$ cat src/rtl/stkseq_pkg.sv
package stkseq_pkg;

  typedef enum logic [2:0] {
    OP_IRQ  = 3'd0,
    OP_TRAP = 3'd1,
    OP_IRET = 3'd2,
    OP_CALL = 3'd3,
    OP_RET  = 3'd4
  } seq_op_e;

  typedef enum logic [1:0] {
    ST_IDLE,
    ST_PUSH,
    ST_POP,
    ST_LAST
  } seq_state_e;

  function automatic logic op_is_push(input logic [2:0] op);
    return (op == OP_IRQ) || (op == OP_TRAP) || (op == OP_CALL);
  endfunction

  function automatic logic op_is_pop(input logic [2:0] op);
    return (op == OP_IRET) || (op == OP_RET);
  endfunction

endpackage

$ cat src/rtl/stkseq_frame_pack.sv
module stkseq_frame_pack
  import stkseq_pkg::*;
#(
  parameter int ADDR_W  = 24,
  parameter int STAT_W  = 8,
  parameter int PC_ADJ  = 2,
  localparam int FRAME_W = ADDR_W + STAT_W
) (
  input  logic [2:0]         op,
  input  logic [ADDR_W-1:0]  pc,
  input  logic [STAT_W-1:0]  psr,
  output logic [FRAME_W-1:0] frame
);

  logic [ADDR_W-1:0] ret_addr;

  always_comb begin
    ret_addr = pc + ADDR_W'(PC_ADJ);
    if (op == OP_CALL) begin
      frame = {{STAT_W{1'b0}}, pc};
    end else begin
      frame = {psr, ret_addr};
    end
  end

endmodule

$ cat src/rtl/stkseq_ctrl.sv
module stkseq_ctrl
  import stkseq_pkg::*;
#(
  parameter int              ADDR_W      = 24,
  parameter int              FRAME_W     = 32,
  parameter logic [ADDR_W-1:0] SP_INIT   = '0,
  localparam int             FRAME_BYTES = FRAME_W / 8,
  localparam int             IDX_W       = $clog2(FRAME_BYTES)
) (
  input  logic               clk,
  input  logic               rst,
  input  logic               cmd_valid,
  input  logic [2:0]         cmd_op,
  input  logic [FRAME_W-1:0] frame_in,
  output logic [ADDR_W-1:0]  sp_q,
  output logic [ADDR_W-1:0]  mem_addr,
  output logic               mem_we,
  output logic               mem_re,
  output logic [7:0]         mem_wdata,
  output logic               busy,
  output logic               done,
  output logic               last_cyc,
  output logic [IDX_W-1:0]   idx_q,
  output logic [2:0]         op_q
);

  localparam logic [ADDR_W-1:0] FRAME_STEP = ADDR_W'(FRAME_BYTES);
  localparam logic [IDX_W-1:0]  LAST_IDX   = IDX_W'(FRAME_BYTES - 1);

  seq_state_e         state;
  logic [FRAME_W-1:0] shift_q;
  logic               accept_push;
  logic               accept_pop;

  always_comb begin
    accept_push = (state == ST_IDLE) && cmd_valid && op_is_push(cmd_op);
    accept_pop  = (state == ST_IDLE) && cmd_valid && op_is_pop(cmd_op);
    last_cyc    = (state == ST_LAST);
  end

  always_ff @(posedge clk) begin
    if (rst) begin
      state     <= ST_IDLE;
      sp_q      <= SP_INIT;
      mem_addr  <= '0;
      mem_we    <= 1'b0;
      mem_re    <= 1'b0;
      mem_wdata <= '0;
      busy      <= 1'b0;
      done      <= 1'b0;
      idx_q     <= '0;
      op_q      <= '0;
      shift_q   <= '0;
    end else begin
      done <= 1'b0;
      unique case (state)
        ST_IDLE: begin
          if (accept_push) begin
            state     <= ST_PUSH;
            busy      <= 1'b1;
            idx_q     <= '0;
            op_q      <= cmd_op;
            mem_we    <= 1'b1;
            mem_addr  <= sp_q - FRAME_STEP;
            mem_wdata <= frame_in[7:0];
            shift_q   <= frame_in >> 8;
          end else if (accept_pop) begin
            state    <= ST_POP;
            busy     <= 1'b1;
            idx_q    <= '0;
            op_q     <= cmd_op;
            mem_re   <= 1'b1;
            mem_addr <= sp_q;
          end
        end
        ST_PUSH: begin
          if (idx_q == LAST_IDX) begin
            mem_we <= 1'b0;
            state  <= ST_IDLE;
            busy   <= 1'b0;
            done   <= 1'b1;
            sp_q   <= sp_q - FRAME_STEP;
          end else begin
            idx_q     <= idx_q + 1'b1;
            mem_addr  <= mem_addr + ADDR_W'(1);
            mem_wdata <= shift_q[7:0];
            shift_q   <= shift_q >> 8;
          end
        end
        ST_POP: begin
          if (idx_q == LAST_IDX) begin
            mem_re <= 1'b0;
            state  <= ST_LAST;
          end else begin
            idx_q    <= idx_q + 1'b1;
            mem_addr <= mem_addr + ADDR_W'(1);
          end
        end
        ST_LAST: begin
          state <= ST_IDLE;
          busy  <= 1'b0;
          done  <= 1'b1;
          sp_q  <= sp_q + FRAME_STEP;
        end
        default: state <= ST_IDLE;
      endcase
    end
  end

  // strobes exclusive
  always_comb begin
    if (!rst) begin
      a_r9_we_re_excl: assert (!(mem_we && mem_re));
    end
  end

  a_r9_done_single: assert property (@(posedge clk) disable iff (rst)
    done |=> !done);

  a_r9_done_not_busy: assert property (@(posedge clk) disable iff (rst)
    done |-> !busy);

  a_r8_idle_no_mem: assert property (@(posedge clk) disable iff (rst)
    !busy |-> (!mem_we && !mem_re));

  a_r2_addr_step: assert property (@(posedge clk) disable iff (rst)
    (mem_we && $past(mem_we)) |-> (mem_addr == $past(mem_addr) + ADDR_W'(1)));

  a_r3_sp_only_done: assert property (@(posedge clk) disable iff (rst)
    !$stable(sp_q) |-> done);

endmodule

$ cat src/rtl/stkseq_restore.sv
module stkseq_restore
  import stkseq_pkg::*;
#(
  parameter int  ADDR_W   = 24,
  parameter int  STAT_W   = 8,
  parameter int  IDX_W    = 2,
  localparam int PC_BYTES = ADDR_W / 8
) (
  input  logic              clk,
  input  logic              rst,
  input  logic              mem_re,
  input  logic [IDX_W-1:0]  idx_q,
  input  logic [7:0]        mem_rdata,
  input  logic              last_cyc,
  input  logic [2:0]        op_q,
  output logic [ADDR_W-1:0] pc_out,
  output logic              pc_load,
  output logic [STAT_W-1:0] psr_out,
  output logic              psr_load
);

  logic              rd_valid;
  logic [IDX_W-1:0]  rd_idx;
  logic [ADDR_W-1:0] pc_cat;

  always_ff @(posedge clk) begin
    if (rst) begin
      rd_valid <= 1'b0;
      rd_idx   <= '0;
      pc_cat   <= '0;
    end else begin
      rd_valid <= mem_re;
      rd_idx   <= idx_q;
      for (int i = 0; i < PC_BYTES; i++) begin
        if (rd_valid && (rd_idx == IDX_W'(i))) begin
          pc_cat[i*8 +: 8] <= mem_rdata;
        end
      end
    end
  end

  always_ff @(posedge clk) begin
    if (rst) begin
      pc_out   <= '0;
      psr_out  <= '0;
      pc_load  <= 1'b0;
      psr_load <= 1'b0;
    end else begin
      pc_load  <= 1'b0;
      psr_load <= 1'b0;
      if (last_cyc) begin
        pc_out  <= pc_cat;
        pc_load <= 1'b1;
        if (op_q == OP_IRET) begin
          psr_out  <= mem_rdata[STAT_W-1:0];
          psr_load <= 1'b1;
        end
      end
    end
  end

  a_r10_pc_only_on_load: assert property (@(posedge clk) disable iff (rst)
    !$stable(pc_out) |-> pc_load);

  a_r10_psr_only_on_load: assert property (@(posedge clk) disable iff (rst)
    !$stable(psr_out) |-> psr_load);

  a_r6_psr_needs_pc: assert property (@(posedge clk) disable iff (rst)
    psr_load |-> pc_load);

endmodule

$ cat src/rtl/stack_frame_seq.sv
module stack_frame_seq
  import stkseq_pkg::*;
#(
  parameter int                ADDR_W  = 24,
  parameter int                STAT_W  = 8,
  parameter int                PC_ADJ  = 2,
  parameter logic [ADDR_W-1:0] SP_INIT = 24'h001000
) (
  input  logic              clk,
  input  logic              rst,
  input  logic              cmd_valid,
  input  logic [2:0]        cmd_op,
  input  logic [ADDR_W-1:0] cur_pc,
  input  logic [STAT_W-1:0] cur_psr,
  input  logic [7:0]        mem_rdata,
  output logic [ADDR_W-1:0] sp_out,
  output logic [ADDR_W-1:0] pc_out,
  output logic              pc_load,
  output logic [STAT_W-1:0] psr_out,
  output logic              psr_load,
  output logic [ADDR_W-1:0] mem_addr,
  output logic              mem_we,
  output logic              mem_re,
  output logic [7:0]        mem_wdata,
  output logic              busy,
  output logic              done
);

  localparam int FRAME_W     = ADDR_W + STAT_W;
  localparam int FRAME_BYTES = FRAME_W / 8;
  localparam int IDX_W       = $clog2(FRAME_BYTES);

  logic [FRAME_W-1:0] frame;
  logic               last_cyc;
  logic [IDX_W-1:0]   idx_q;
  logic [2:0]         op_q;

  stkseq_frame_pack #(
    .ADDR_W (ADDR_W),
    .STAT_W (STAT_W),
    .PC_ADJ (PC_ADJ)
  ) pack_i (
    .op    (cmd_op),
    .pc    (cur_pc),
    .psr   (cur_psr),
    .frame (frame)
  );

  stkseq_ctrl #(
    .ADDR_W  (ADDR_W),
    .FRAME_W (FRAME_W),
    .SP_INIT (SP_INIT)
  ) ctrl_i (
    .clk       (clk),
    .rst       (rst),
    .cmd_valid (cmd_valid),
    .cmd_op    (cmd_op),
    .frame_in  (frame),
    .sp_q      (sp_out),
    .mem_addr  (mem_addr),
    .mem_we    (mem_we),
    .mem_re    (mem_re),
    .mem_wdata (mem_wdata),
    .busy      (busy),
    .done      (done),
    .last_cyc  (last_cyc),
    .idx_q     (idx_q),
    .op_q      (op_q)
  );

  stkseq_restore #(
    .ADDR_W (ADDR_W),
    .STAT_W (STAT_W),
    .IDX_W  (IDX_W)
  ) restore_i (
    .clk       (clk),
    .rst       (rst),
    .mem_re    (mem_re),
    .idx_q     (idx_q),
    .mem_rdata (mem_rdata),
    .last_cyc  (last_cyc),
    .op_q      (op_q),
    .pc_out    (pc_out),
    .pc_load   (pc_load),
    .psr_out   (psr_out),
    .psr_load  (psr_load)
  );

endmodule

$ cat config.mk
export PLATFORM = sky130hd
export DESIGN_NAME = stack_frame_seq
export DESIGN_NICKNAME = d
export VERILOG_FILES = /design/src/rtl/stkseq_pkg.sv /design/src/rtl/stkseq_frame_pack.sv /design/src/rtl/stkseq_ctrl.sv /design/src/rtl/stkseq_restore.sv /design/src/rtl/stack_frame_seq.sv
export SDC_FILE = /design/constraint.sdc
export NUM_CORES = 1
export LEC_CHECK = 0
export ABC_CLOCK_PERIOD_IN_PS = 2400
export BUFFER_PORTS_ARGS = -buffer_cell sky130_fd_sc_hd__clkbuf_2
export CORE_MARGIN = 1.5
export CORE_UTILIZATION = 51
export CTS_CLUSTER_SIZE = 40
export DETAILED_ROUTE_END_ITERATION = 6
export PLACE_DENSITY = 0.84
export SLEW_MARGIN = 20
export SYNTH_ARGS = -nofsm -noshare
export SYNTH_HDL_FRONTEND = slang
export SYNTH_SLANG_ARGS = --single-unit
$ cat constraint.sdc
create_clock -name clk -period 2.4 [get_ports clk]
set_clock_uncertainty 0.1 [all_clocks]
set_input_delay 0.36 -clock clk [delete_from_list [all_inputs] [get_ports clk]]
set_output_delay 0.36 -clock clk [all_outputs]
set_load 0.03 [all_outputs]
==> impl_metrics.env <==
export IMPL_status="complete, no violations"
export IMPL_grt_overflow_total=0
export IMPL_yosys_warnings=0
export IMPL_routedWlPerCell_um=16.4
export IMPL_drv_cap=0
export IMPL_syn_inst=951
export IMPL_initial_utilization=0.524
export IMPL_grt_first_pass_wirelength_mm=33.8
export IMPL_io_pins=140
export IMPL_synth_top_area_cell="dfxtp_1"
export IMPL_synth_top_cell_area_share=0.393
export IMPL_total_leakage_power_nw=3.84
export IMPL_ir_worst_vdd_mv=0.695
export IMPL_htreeDepth=4
export IMPL_drive_above_1_share=0.216
export IMPL_track_usage=0.262
export IMPL_antenna_left=0
export IMPL_cp_max_fo=5
export IMPL_regToRegSetupSlack_ns=0.10
export IMPL_r2r_cells=6
export IMPL_final_hold_violation_count=0
export IMPL_path_clk_slew_ns=0.06
export IMPL_vias=7429
export IMPL_ys_flop_type="dfxtp_1"
export IMPL_crit_reg2reg_launch="ctrl_i.sp_q[14]$_SDFFE_PP0P_"
export IMPL_clock_path_buffers=2
export IMPL_worst_hold_path_endpoint="ctrl_i.shift_q[21]$_SDFFE_PP0P_"
export IMPL_clock_latency_ns=0.43
export IMPL_drt_pass1_iter_count=5
export IMPL_core_mm2=0.0146
export IMPL_arrival_ns=2.50
export IMPL_whs_ns=0.0896
export IMPL_ys_types=61
export IMPL_setup_tns_final_ns=0
export IMPL_synth_area_leaders="dfxtp_1, nor2_1, mux2i_1, nand2_1, a21oi_1"
export IMPL_slew_viol_final=0
export IMPL_worstHoldPathType="in -> reg"
export IMPL_regArea_mm2=0.00300
export IMPL_slew_headroom=0.595
export IMPL_setup_violations=0
export IMPL_fp_dieH_um=125
export IMPL_whs_path_depth=3
export IMPL_num_antenna_cells=0
export IMPL_power_density_mw_per_mm2=986
export IMPL_antenna_found_initial=0
export IMPL_fmax_ghz=0.435
export IMPL_hold_start="cur_psr[5]"
export IMPL_synth_edf_count=0
export IMPL_clock_sinks=150
export IMPL_avgSynthCellArea_um2=8.04
export IMPL_fin_nets=1154
export IMPL_grt_max_degree=63
export IMPL_end_kind="register"
export IMPL_portBuffers=137
export IMPL_min_period_over_period=0.958
export IMPL_grt_pass1_vias=6780
export IMPL_n_fill_cell=1233
export IMPL_r2r_end="ctrl_i.mem_addr[19]$_SDFFE_PP0P_"
export IMPL_clock_root_buffer="clkbuf_16"
export IMPL_multi_input_area_mm2=0.00432
export IMPL_tightest_slew_ns=0.605
export IMPL_detail_route_iter0_violations=688
export IMPL_drc=0
export IMPL_required_ns=2.60
export IMPL_setup_slack_ns=0.100
export IMPL_drt_wl_total_mm=21.1
export IMPL_fp_dieW_um=125
export IMPL_core_rowCount=44
export IMPL_cp_start_kind="register"
export IMPL_worstSetupPathType="reg -> reg"
export IMPL_ys_ff_latch=150
export IMPL_syn_area_mm2=0.00764
export IMPL_cts_tree="yes"
export IMPL_synth_seq_area_share=0.393
export IMPL_async_flop_share=0
export IMPL_cts_buffers=17
export IMPL_areaGrowthSynthToFinish_pct=22.1
export IMPL_period_needed_ns=2.30
export IMPL_gp_congestion=0.940
export IMPL_hpwlAfterDp_mm=14.9
export IMPL_dp_slack_ns=0.113
export IMPL_die_area_mm2=0.0157
export IMPL_vias_per_cell=5.75
## how the worst max path moves through the flow
stage | end | startpoint | slack [ns]
final | ctrl_i.mem_addr[19]$_SDFFE_PP0P_ | ctrl_i.sp_q[14]$_SDFFE_PP0P_ | 0.10
after global routing | ctrl_i.mem_addr[20]$_SDFFE_PP0P_ | ctrl_i.sp_q[2]$_SDFFE_PP0P_ | -0.0003
after CTS | ctrl_i.mem_addr[19]$_SDFFE_PP0P_ | ctrl_i.sp_q[11]$_SDFFE_PP0P_ | 0.01
after detailed placement | ctrl_i.mem_addr[19]$_SDFFE_PP0P_ | ctrl_i.sp_q[11]$_SDFFE_PP0P_ | 0.11
after global placement | ctrl_i.mem_addr[22]$_SDFFE_PP0P_ | ctrl_i.sp_q[2]$_SDFFE_PP0P_ | 0.17
after floorplan | ctrl_i.mem_addr[19]$_SDFFE_PP0P_ | ctrl_i.sp_q[14]$_SDFFE_PP0P_ | 0.04
## placed cells by master, fill, tap and decap left out, types with 4 or more instances in the layout
cell type,synthesis,routed
o21ai_1,9,8
nand2b_1,9,9
nor4_1,9,7
mux2i_1,50,50
or4_1,9,9
o21bai_1,4,4
clkinvlp_4,0,4
o21a_1,6,6
nor3b_1,8,8
a22oi_1,11,11
inv_1,20,19
nand3_1,25,25
nand3b_1,4,4
nor2b_1,8,8
nor2_1,138,138
dfxtp_1,150,150
o21ai_0,30,30
a21oi_1,68,68
a211oi_1,16,16
ha_1,11,10
nand4_1,17,17
a21o_1,6,6
o32ai_1,6,6
buf_4,2,55
or3_1,12,12
and2_1,4,4
and3_1,14,14
xor2_1,27,27
nor3_1,23,21
clkbuf_2,0,136
a31oi_1,10,10
nand2_1,96,95
xnor2_1,32,32
clkbuf_16,0,17
o22ai_1,11,11
## registers in the layout, indices dropped and copies added (netlist names)
| register | count |
|---|---|
| ctrl_i.sp_q | 22 |
| ctrl_i.idx_q | 2 |
| ctrl_i.busy | 1 |
| restore_i.rd_idx | 2 |
| ctrl_i.mem_re | 1 |
| ctrl_i.mem_addr | 24 |
| ctrl_i.done | 1 |
| restore_i.rd_valid | 1 |
| restore_i.pc_load | 1 |
| restore_i.pc_cat | 24 |
| restore_i.psr_out | 8 |
| ctrl_i.state | 2 |
| ctrl_i.shift_q | 24 |
| ctrl_i.mem_wdata | 8 |
| ctrl_i.op_q | 3 |
| ctrl_i.mem_we | 1 |
| restore_i.pc_out | 24 |
| restore_i.psr_load | 1 |
## cells by family (layout without fill, tap and decap cells)
family                   count (synthesis)  in the layout  share of synthesized area
buffers and inverters                   89            246                     0.0481
other                                    1              2                   0.000491
adder cells (fa/ha/maj)                 11             11                     0.0180
AO/OA/AOI/OAI                          198            198                      0.159
flip-flops                             150            150                      0.393
XOR/XNOR                                59             59                     0.0676
multiplexers                            50             50                     0.0655
AND/OR/NAND/NOR                        393            393                      0.248
## area by class of cell
class,count,share of cell area
tap,184,0.0247
inverter,21,0.00845
clock buffer,21,0.0483
clock inverter,10,0.0107
timing repair buffer,194,0.124
multi-input combinational,713,0.462
sequential,150,0.322
## power by group
part	total, mW	internal (mW)	switching (mW)
Sequential	3.05	2.78	0.275
Combinational	3.63	1.33	2.30
Clock	2.52	1.45	1.07
Total	9.21	5.56	3.64
## worst max-delay path, cell delays in order (launching register included)
cell	delay (ns)
dfxtp_1	0.32
or4_4	0.56
or2_0	0.37
nor3_2	0.26
xnor2_1	0.14
nor2_1	0.06
a2111oi_0	0.36
## stage by stage
step | area (um^2) | power [mW] | utilization | cells
global placement | 8750 | 6.56 | 0.600 | 1262
floorplan | 7650 | 5.51 | - | 952
CTS | 9310 | 9.15 | 0.638 | 1293
detailed placement | 8750 | 6.61 | 0.600 | 1262
finish | 9330 | 9.21 | 0.640 | 1293
global route | 9330 | 9.67 | 0.640 | 1293
## cell usage after synthesis (all sizes together), types with 20 or more instances
library cell and count:
a21oi 68, buf 21, clkbuf 47, dfxtp 150
inv 20, mux2i 50, nand2 96, nand3 25
nor2 139, nor3 24, o21ai 39, xnor2 32
xor2 27
## layer usage
layer | routed length [um] | vias up | global-route usage
li1 | - | 3620 | -
met5 | 0 | - | 0
met4 | 459 | 0 | 0.0936
met3 | 1610 | 39 | 0.0706
met1 | 9430 | 3476 | 0.350
met2 | 9650 | 294 | 0.408
## what timing repair did
action | 4_1_cts | 5_1_grt
endpoints found under the setup margin | 1 | 12
setup buffers | 0 | 0
hold buffers | 0 | 0
resized for setup | 1 | 7
No activity file was read; power rests on OpenSTA's default activity.
